--- config.mk ---
export PLATFORM = sky130hd
export DESIGN_NAME = sync_frame_parser
export DESIGN_NICKNAME = d
export VERILOG_FILES = /design/src/rtl/sfp_pkg.sv /design/src/rtl/sfp_dpath.sv /design/src/rtl/sfp_ctrl.sv /design/src/rtl/sync_frame_parser.sv
export SDC_FILE = /design/constraint.sdc
export NUM_CORES = 1
export LEC_CHECK = 0
export ABC_CLOCK_PERIOD_IN_PS = 9500
export BUFFER_PORTS_ARGS = -buffer_cell sky130_fd_sc_hd__buf_2
export CAP_MARGIN = 10
export CORE_ASPECT_RATIO = 0.9
export CORE_MARGIN = 2
export CORE_UTILIZATION = 50
export CTS_BUF_LIST = sky130_fd_sc_hd__clkbuf_2 sky130_fd_sc_hd__clkbuf_4 sky130_fd_sc_hd__clkbuf_8
export DETAILED_ROUTE_END_ITERATION = 7
export PLACE_DENSITY = 0.7
export SLEW_MARGIN = 20
export SYNTH_ARGS = -nofsm -noshare
export SYNTH_HDL_FRONTEND = slang
export SYNTH_HIERARCHICAL = 1
export SYNTH_SLANG_ARGS = --single-unit
--- constraint.sdc ---
create_clock -name clk -period 9.5 [get_ports clk]
set_input_delay 1.9 -clock clk [delete_from_list [all_inputs] [get_ports clk]]
set_output_delay 1.9 -clock clk [all_outputs]
set_load 0.02 [all_outputs]
--- src/rtl/sfp_pkg.sv ---
package sfp_pkg;

  typedef enum logic [1:0] {
    CAUSE_NONE  = 2'd0,
    CAUSE_HDR   = 2'd1,
    CAUSE_DATA  = 2'd2,
    CAUSE_ABORT = 2'd3
  } cause_t;

  typedef enum logic [2:0] {
    ST_HUNT, ST_SEQ, ST_SRC, ST_DST, ST_LEN, ST_HCK, ST_DATA, ST_DCK
  } state_t;

  // strobes from control to datapath
  typedef struct packed {
    logic clrSum;
    logic addSum;
    logic capSeq;
    logic capSrc;
    logic capDst;
    logic capLen;
    logic loadCnt;
    logic decCnt;
    logic fwd;
  } strobe_t;

endpackage

--- src/rtl/sfp_dpath.sv ---
module sfp_dpath
  import sfp_pkg::*;
#(
  parameter int DATA_W = 8
) (
  input  logic              clk,
  input  logic              rstN,
  input  logic [DATA_W-1:0] nodeAddr,
  input  logic [DATA_W-1:0] inByte,
  input  strobe_t           st,
  output logic              sumZero,
  output logic              lenZero,
  output logic              cntLast,
  output logic              addrHit,
  output logic [DATA_W-1:0] payByte,
  output logic [DATA_W-1:0] hdrSeq,
  output logic [DATA_W-1:0] hdrSrc,
  output logic [DATA_W-1:0] hdrDst,
  output logic [DATA_W-1:0] hdrLen
);

  localparam logic [DATA_W-1:0] BCAST = {DATA_W{1'b1}};
  localparam logic [DATA_W-1:0] ONE   = {{(DATA_W-1){1'b0}}, 1'b1};

  logic [DATA_W-1:0] sum;
  logic [DATA_W-1:0] cnt;
  logic [DATA_W-1:0] sumNext;

  assign sumNext = sum + inByte;
  assign sumZero = (sumNext == '0);
  assign lenZero = (hdrLen == '0);
  assign cntLast = (cnt == ONE);
  assign addrHit = (hdrDst == nodeAddr) || (hdrDst == BCAST);

  always_ff @(posedge clk) begin
    if (!rstN) begin
      sum     <= '0;
      cnt     <= '0;
      payByte <= '0;
      hdrSeq  <= '0;
      hdrSrc  <= '0;
      hdrDst  <= '0;
      hdrLen  <= '0;
    end else begin
      if (st.clrSum)      sum <= '0;
      else if (st.addSum) sum <= sumNext;
      if (st.loadCnt)     cnt <= hdrLen;
      else if (st.decCnt) cnt <= cnt - ONE;
      if (st.fwd)    payByte <= inByte;
      if (st.capSeq) hdrSeq  <= inByte;
      if (st.capSrc) hdrSrc  <= inByte;
      if (st.capDst) hdrDst  <= inByte;
      if (st.capLen) hdrLen  <= inByte;
    end
  end

endmodule

--- src/rtl/sfp_ctrl.sv ---
module sfp_ctrl
  import sfp_pkg::*;
(
  input  logic    clk,
  input  logic    rstN,
  input  logic    inValid,
  input  logic    inSync,
  input  logic    sumZero,
  input  logic    lenZero,
  input  logic    cntLast,
  input  logic    addrHit,
  output strobe_t st,
  output logic    payValid,
  output logic    frameGood,
  output logic    frameErr,
  output cause_t  errCause
);

  state_t state, nxt;
  logic   mine, mineN;
  logic   goodN, errN;
  cause_t causeN;

  always_comb begin
    nxt    = state;
    mineN  = mine;
    st     = '0;
    goodN  = 1'b0;
    errN   = 1'b0;
    causeN = CAUSE_NONE;
    if (inSync) begin
      if (state != ST_HUNT) begin
        errN   = 1'b1;
        causeN = CAUSE_ABORT;
      end
      st.clrSum = 1'b1;
      nxt       = ST_SEQ;
    end else if (inValid) begin
      case (state)
        ST_SEQ: begin st.capSeq = 1'b1; st.addSum = 1'b1; nxt = ST_SRC; end
        ST_SRC: begin st.capSrc = 1'b1; st.addSum = 1'b1; nxt = ST_DST; end
        ST_DST: begin st.capDst = 1'b1; st.addSum = 1'b1; nxt = ST_LEN; end
        ST_LEN: begin st.capLen = 1'b1; st.addSum = 1'b1; nxt = ST_HCK; end
        ST_HCK: begin
          if (!sumZero) begin
            errN   = 1'b1;
            causeN = CAUSE_HDR;
            nxt    = ST_HUNT;
          end else begin
            mineN      = addrHit;
            st.clrSum  = 1'b1;
            st.loadCnt = 1'b1;
            if (lenZero) begin
              goodN = addrHit;
              nxt   = ST_HUNT;
            end else begin
              nxt = ST_DATA;
            end
          end
        end
        ST_DATA: begin
          st.addSum = 1'b1;
          st.decCnt = 1'b1;
          st.fwd    = mine;
          if (cntLast) nxt = ST_DCK;
        end
        ST_DCK: begin
          nxt = ST_HUNT;
          if (mine) begin
            if (sumZero) begin
              goodN = 1'b1;
            end else begin
              errN   = 1'b1;
              causeN = CAUSE_DATA;
            end
          end
        end
        default: ;
      endcase
    end
  end

  always_ff @(posedge clk) begin
    if (!rstN) begin
      state     <= ST_HUNT;
      mine      <= 1'b0;
      payValid  <= 1'b0;
      frameGood <= 1'b0;
      frameErr  <= 1'b0;
      errCause  <= CAUSE_NONE;
    end else begin
      state     <= nxt;
      mine      <= mineN;
      payValid  <= st.fwd;
      frameGood <= goodN;
      frameErr  <= errN;
      errCause  <= causeN;
    end
  end

endmodule

--- src/rtl/sync_frame_parser.sv ---
module sync_frame_parser
  import sfp_pkg::*;
#(
  parameter int DATA_W = 8
) (
  input  logic              clk,
  input  logic              rstN,
  input  logic [DATA_W-1:0] nodeAddr,
  input  logic              inValid,
  input  logic [DATA_W-1:0] inByte,
  input  logic              inSync,
  output logic              payValid,
  output logic [DATA_W-1:0] payByte,
  output logic              frameGood,
  output logic              frameErr,
  output logic [1:0]        errCause,
  output logic [DATA_W-1:0] hdrSeq,
  output logic [DATA_W-1:0] hdrSrc,
  output logic [DATA_W-1:0] hdrDst,
  output logic [DATA_W-1:0] hdrLen
);

  strobe_t st;
  logic    sumZero, lenZero, cntLast, addrHit;
  cause_t  causeQ;

  assign errCause = causeQ;

  sfp_ctrl u_ctrl (
    .clk(clk), .rstN(rstN), .inValid(inValid), .inSync(inSync),
    .sumZero(sumZero), .lenZero(lenZero), .cntLast(cntLast), .addrHit(addrHit),
    .st(st), .payValid(payValid), .frameGood(frameGood), .frameErr(frameErr),
    .errCause(causeQ)
  );

  sfp_dpath #(.DATA_W(DATA_W)) u_dpath (
    .clk(clk), .rstN(rstN), .nodeAddr(nodeAddr), .inByte(inByte), .st(st),
    .sumZero(sumZero), .lenZero(lenZero), .cntLast(cntLast), .addrHit(addrHit),
    .payByte(payByte), .hdrSeq(hdrSeq), .hdrSrc(hdrSrc), .hdrDst(hdrDst),
    .hdrLen(hdrLen)
  );

endmodule

==> results.py <==
metrics = {
    "timing": {
        "slew_violations": 0,
        "final.setup.worst_slack_ns": 4.80,
        "maxSlewHeadroom_pct": 24.6,
        "hold_viol": 0,
        "finClkSkew_ns": 0.0104,
        "rsz0062_at_grt": "false",
        "worst_pin_slew_ns": 1.13,
        "period_needed_ns": 4.70,
        "fmax_mhz": 213,
        "final-setup-viol-count": 0,
        "fin_crit_sh_pct": 49.5,
        "timing.setup.tns_ns": 0,
        "holdWs_ns": 0.501,
    },
    "pwr": {
        "p_leak_uw": 0.00141,
        "power_uw": 555,
        "net-switching-power_uw": 141,
        "clockPowerShare_pct": 43.1,
        "ir_drop_mv": 0.156,
        "pwr-share-comb_pct": 7.0,
        "p_per_area_nw_per_um2": 146,
        "swShare_pct": 25.4,
        "p_seq_share_pct": 49.9,
        "p_int_uw": 414,
    },
    "cts": {
        "cts_tree": "built",
        "cts_resized": 0,
        "postCtsHoldBufs": 0,
        "clockRootBuffer": "clkbuf_8",
        "ctsLongestPathBuffers": 2,
        "htree_levels": 3,
        "clkLatencyLatePin_ns": 0.34,
        "cts_buffers": 9,
        "clk_pin_slew_worst_paths_ns": 0.08,
        "clock-sinks": 65,
        "postCtsSetupBuffers": 0,
    },
    "layout": {
        "nets": 425,
        "antenna_cells": 0,
        "instances_no_fill": 487,
        "drive_above_1_share_pct": 22.8,
        "area_growth_pct": 17.9,
    },
    "critical_path": {
        "cp-end-kind": "flip-flop",
        "worst-r2r-setup-slack_ns": 6.21,
        "cp_data_arrival_time_ns": 4.93,
        "criticalPathCategory": "primary input to flip-flop",
        "critPathMaxFanout": 16,
        "start_kind": "primary input",
        "worstPathRequired_ns": 9.73,
    },
    "global_route": {
        "grt_usage_pct": 21.9,
        "antenna_found_initial": 0,
        "grt_pass1_vias": 2344,
        "overflow": 0,
        "grt_pass1_wl_um": 11700,
        "grt_max_degree": 58,
    },
    "logic_synthesis": {
        "synthAdderAreaFrac_pct": 4.12,
        "synth_edf_count": 0,
        "synth_compound_area_share_pct": 6.77,
        "ys_seq_area_share_pct": 40.5,
        "netlist_area_um2": 3220,
        "synthCells": 335,
        "synthArstFlopShare_pct": 0,
        "synth_mux_area_share_pct": 14.7,
        "synthSimpleGateAreaFrac_pct": 25.3,
        "synth_top_area_cell": "dfxtp_1",
        "synthFlopType": "dfxtp_1",
        "synth_top_area_share_pct": 40.5,
        "avgSynthCellArea_um2": 9.60,
        "ys_types": 45,
        "synth-seq-cells": 65,
        "synth_top_family_by_area": "simple AND/OR/NAND/NOR gates",
        "ys_warn_count": 6,
        "synthXorXnorAreaFrac_pct": 5.45,
        "synth_area_leaders": "dfxtp_1 (40%), mux2i_1 (14%), nor2b_1 (8.6%)",
        "syn_nets": 365,
    },
    "floorplanning": {
        "die_w_um": 88.5,
        "row_count": 27,
        "start_util_pct": 52.0,
        "io_pins": 65,
        "fp.dieH_um": 80.1,
        "die-area_um2": 7090,
        "coreArea_um2": 6180,
    },
    "placed_design": {
        "place.detailed.hpwl_um": 5160,
        "placedCellCount": 471,
        "io_buffer_count": 64,
        "place_congestion": 0.811,
        "place_ws_ns": 4.14,
    },
    "detailed_routing": {
        "wl_per_cell_um": 15.1,
        "wl_um": 7350,
        "dr_total_vias": 2521,
        "first_pass_iters": 5,
        "drc": 0,
        "antenna_left": 0,
        "drt_iter0_drc": 208,
        "via_per_inst": 5.18,
    },
    "min_path": {
        "worstHoldPathType": "flip-flop to flip-flop",
    },
    "outcome": {
        "status": "finished, final reports clean",
    },
    "job": {
        "maxCapViolCount": 0,
    },
}
==> worst max-delay path, cell delays in order <==
cell,delay [ns]
buf_2,0.16
ha_1,0.18
inv_1,0.06
fa_1,0.41
nand2b_1,0.18
a21oi_1,0.17
mux2_2,0.36
nor2_1,0.11
and3_1,0.23
nand2_1,0.20
nor4_4,0.59
o21ai_0,0.18
and2_1,0.19
==> registers in the layout (all words and copies together) (netlist names), 2 cells and up <==
| signal | flops |
|---|---|
| u_ctrl/errCause | 2 |
| u_dpath/hdrDst | 8 |
| u_dpath/sum | 8 |
| u_dpath/cnt | 8 |
| u_dpath/hdrLen | 8 |
| u_dpath/hdrSrc | 8 |
| u_ctrl/state | 3 |
| u_dpath/payByte | 8 |
| u_dpath/hdrSeq | 8 |
==> power by group through the flow <==
stage | Clock [uW] | Sequential [uW] | Combinational [uW]
after floorplan | 0 | 284 | 22.9
after global routing | 255 | 277 | 42.6
final | 239 | 277 | 38.8
after global placement | 0 | 283 | 38.0
after detailed placement | 0 | 283 | 38.4
after CTS | 245 | 277 | 38.5
==> metrics by stage <==
step | utilization [%] | area (um2)
2_1_floorplan | - | 3220
3_3_place_gp | 57.9 | 3580
3_5_place_dp | 57.9 | 3580
4_1_cts | 61.2 | 3780
5_1_grt | 61.3 | 3790
6_report | 61.3 | 3790
==> worst paths after layout <==
path                                      from             end  depth (start not counted)
worst max register to register  u_dpath/sum[0]  u_dpath/cnt[6]                         12
worst min-delay path               u_ctrl/mine     u_ctrl/mine                          2
worst max-delay path                 inByte[0]  u_dpath/cnt[6]                         13
worst min register to register     u_ctrl/mine     u_ctrl/mine                          2
==> layout make-up <==
| cell class | count | area (um2) |
|---|---|---|
| flip-flops and latches | 65 | 1300 |
| clock buffers | 9 | 124 |
| repair buffers | 64 | 320 |
| multi-input cells | 246 | 1820 |
| fillers | 560 | 2390 |
| inverters | 9 | 33.8 |
| well taps | 87 | 109 |
| clock inverters | 7 | 78.8 |
==> per-layer routing <==
metal | wire (um) | GRT usage (%) | vias up
li1 | - | - | 1264
met1 | 3530 | 29.5 | 1165
met2 | 3270 | 33.6 | 85
met3 | 476 | 6.47 | 7
met4 | 72 | 6.97 | 0
met5 | 0 | 0 | -
==> synthesized netlist by cell type, types with 3 or more instances <==
cell type	count
a211oi_1	4
a21oi_1	9
and2_1	8
and3_1	3
clkbuf_1	12
dfxtp_1	65
ha_1	9
inv_1	9
mux2i_1	46
nand2_1	18
nand2b_1	7
nand3_1	3
nand3b_1	4
nand4_1	4
nor2_1	22
nor2b_1	44
nor4b_1	3
o21ai_0	9
o21ai_1	4
o31ai_1	3
xnor2_1	12
xor2_1	8
==> cells by family after synthesis <==
group | Yosys count
and+or+nand+nor | 134
adders and majority gates | 10
buffers and inverters | 24
DFF | 65
muxes | 47
AOI/OAI and AO/OA | 35
xor gates and xnor gates | 20
==> layout by cell type, fill, tap and decap left out, drive strengths merged, types with 9 or more instances in the layout <==
cell and count:
mux2i 46, inv 11, nand2 20, a21oi 9
nor2b 45, dfxtp 65, nor2 22, buf 64
o21ai 13, clkbuf 9, xnor2 12, ha 9
Power figures use the tool's default switching activity.
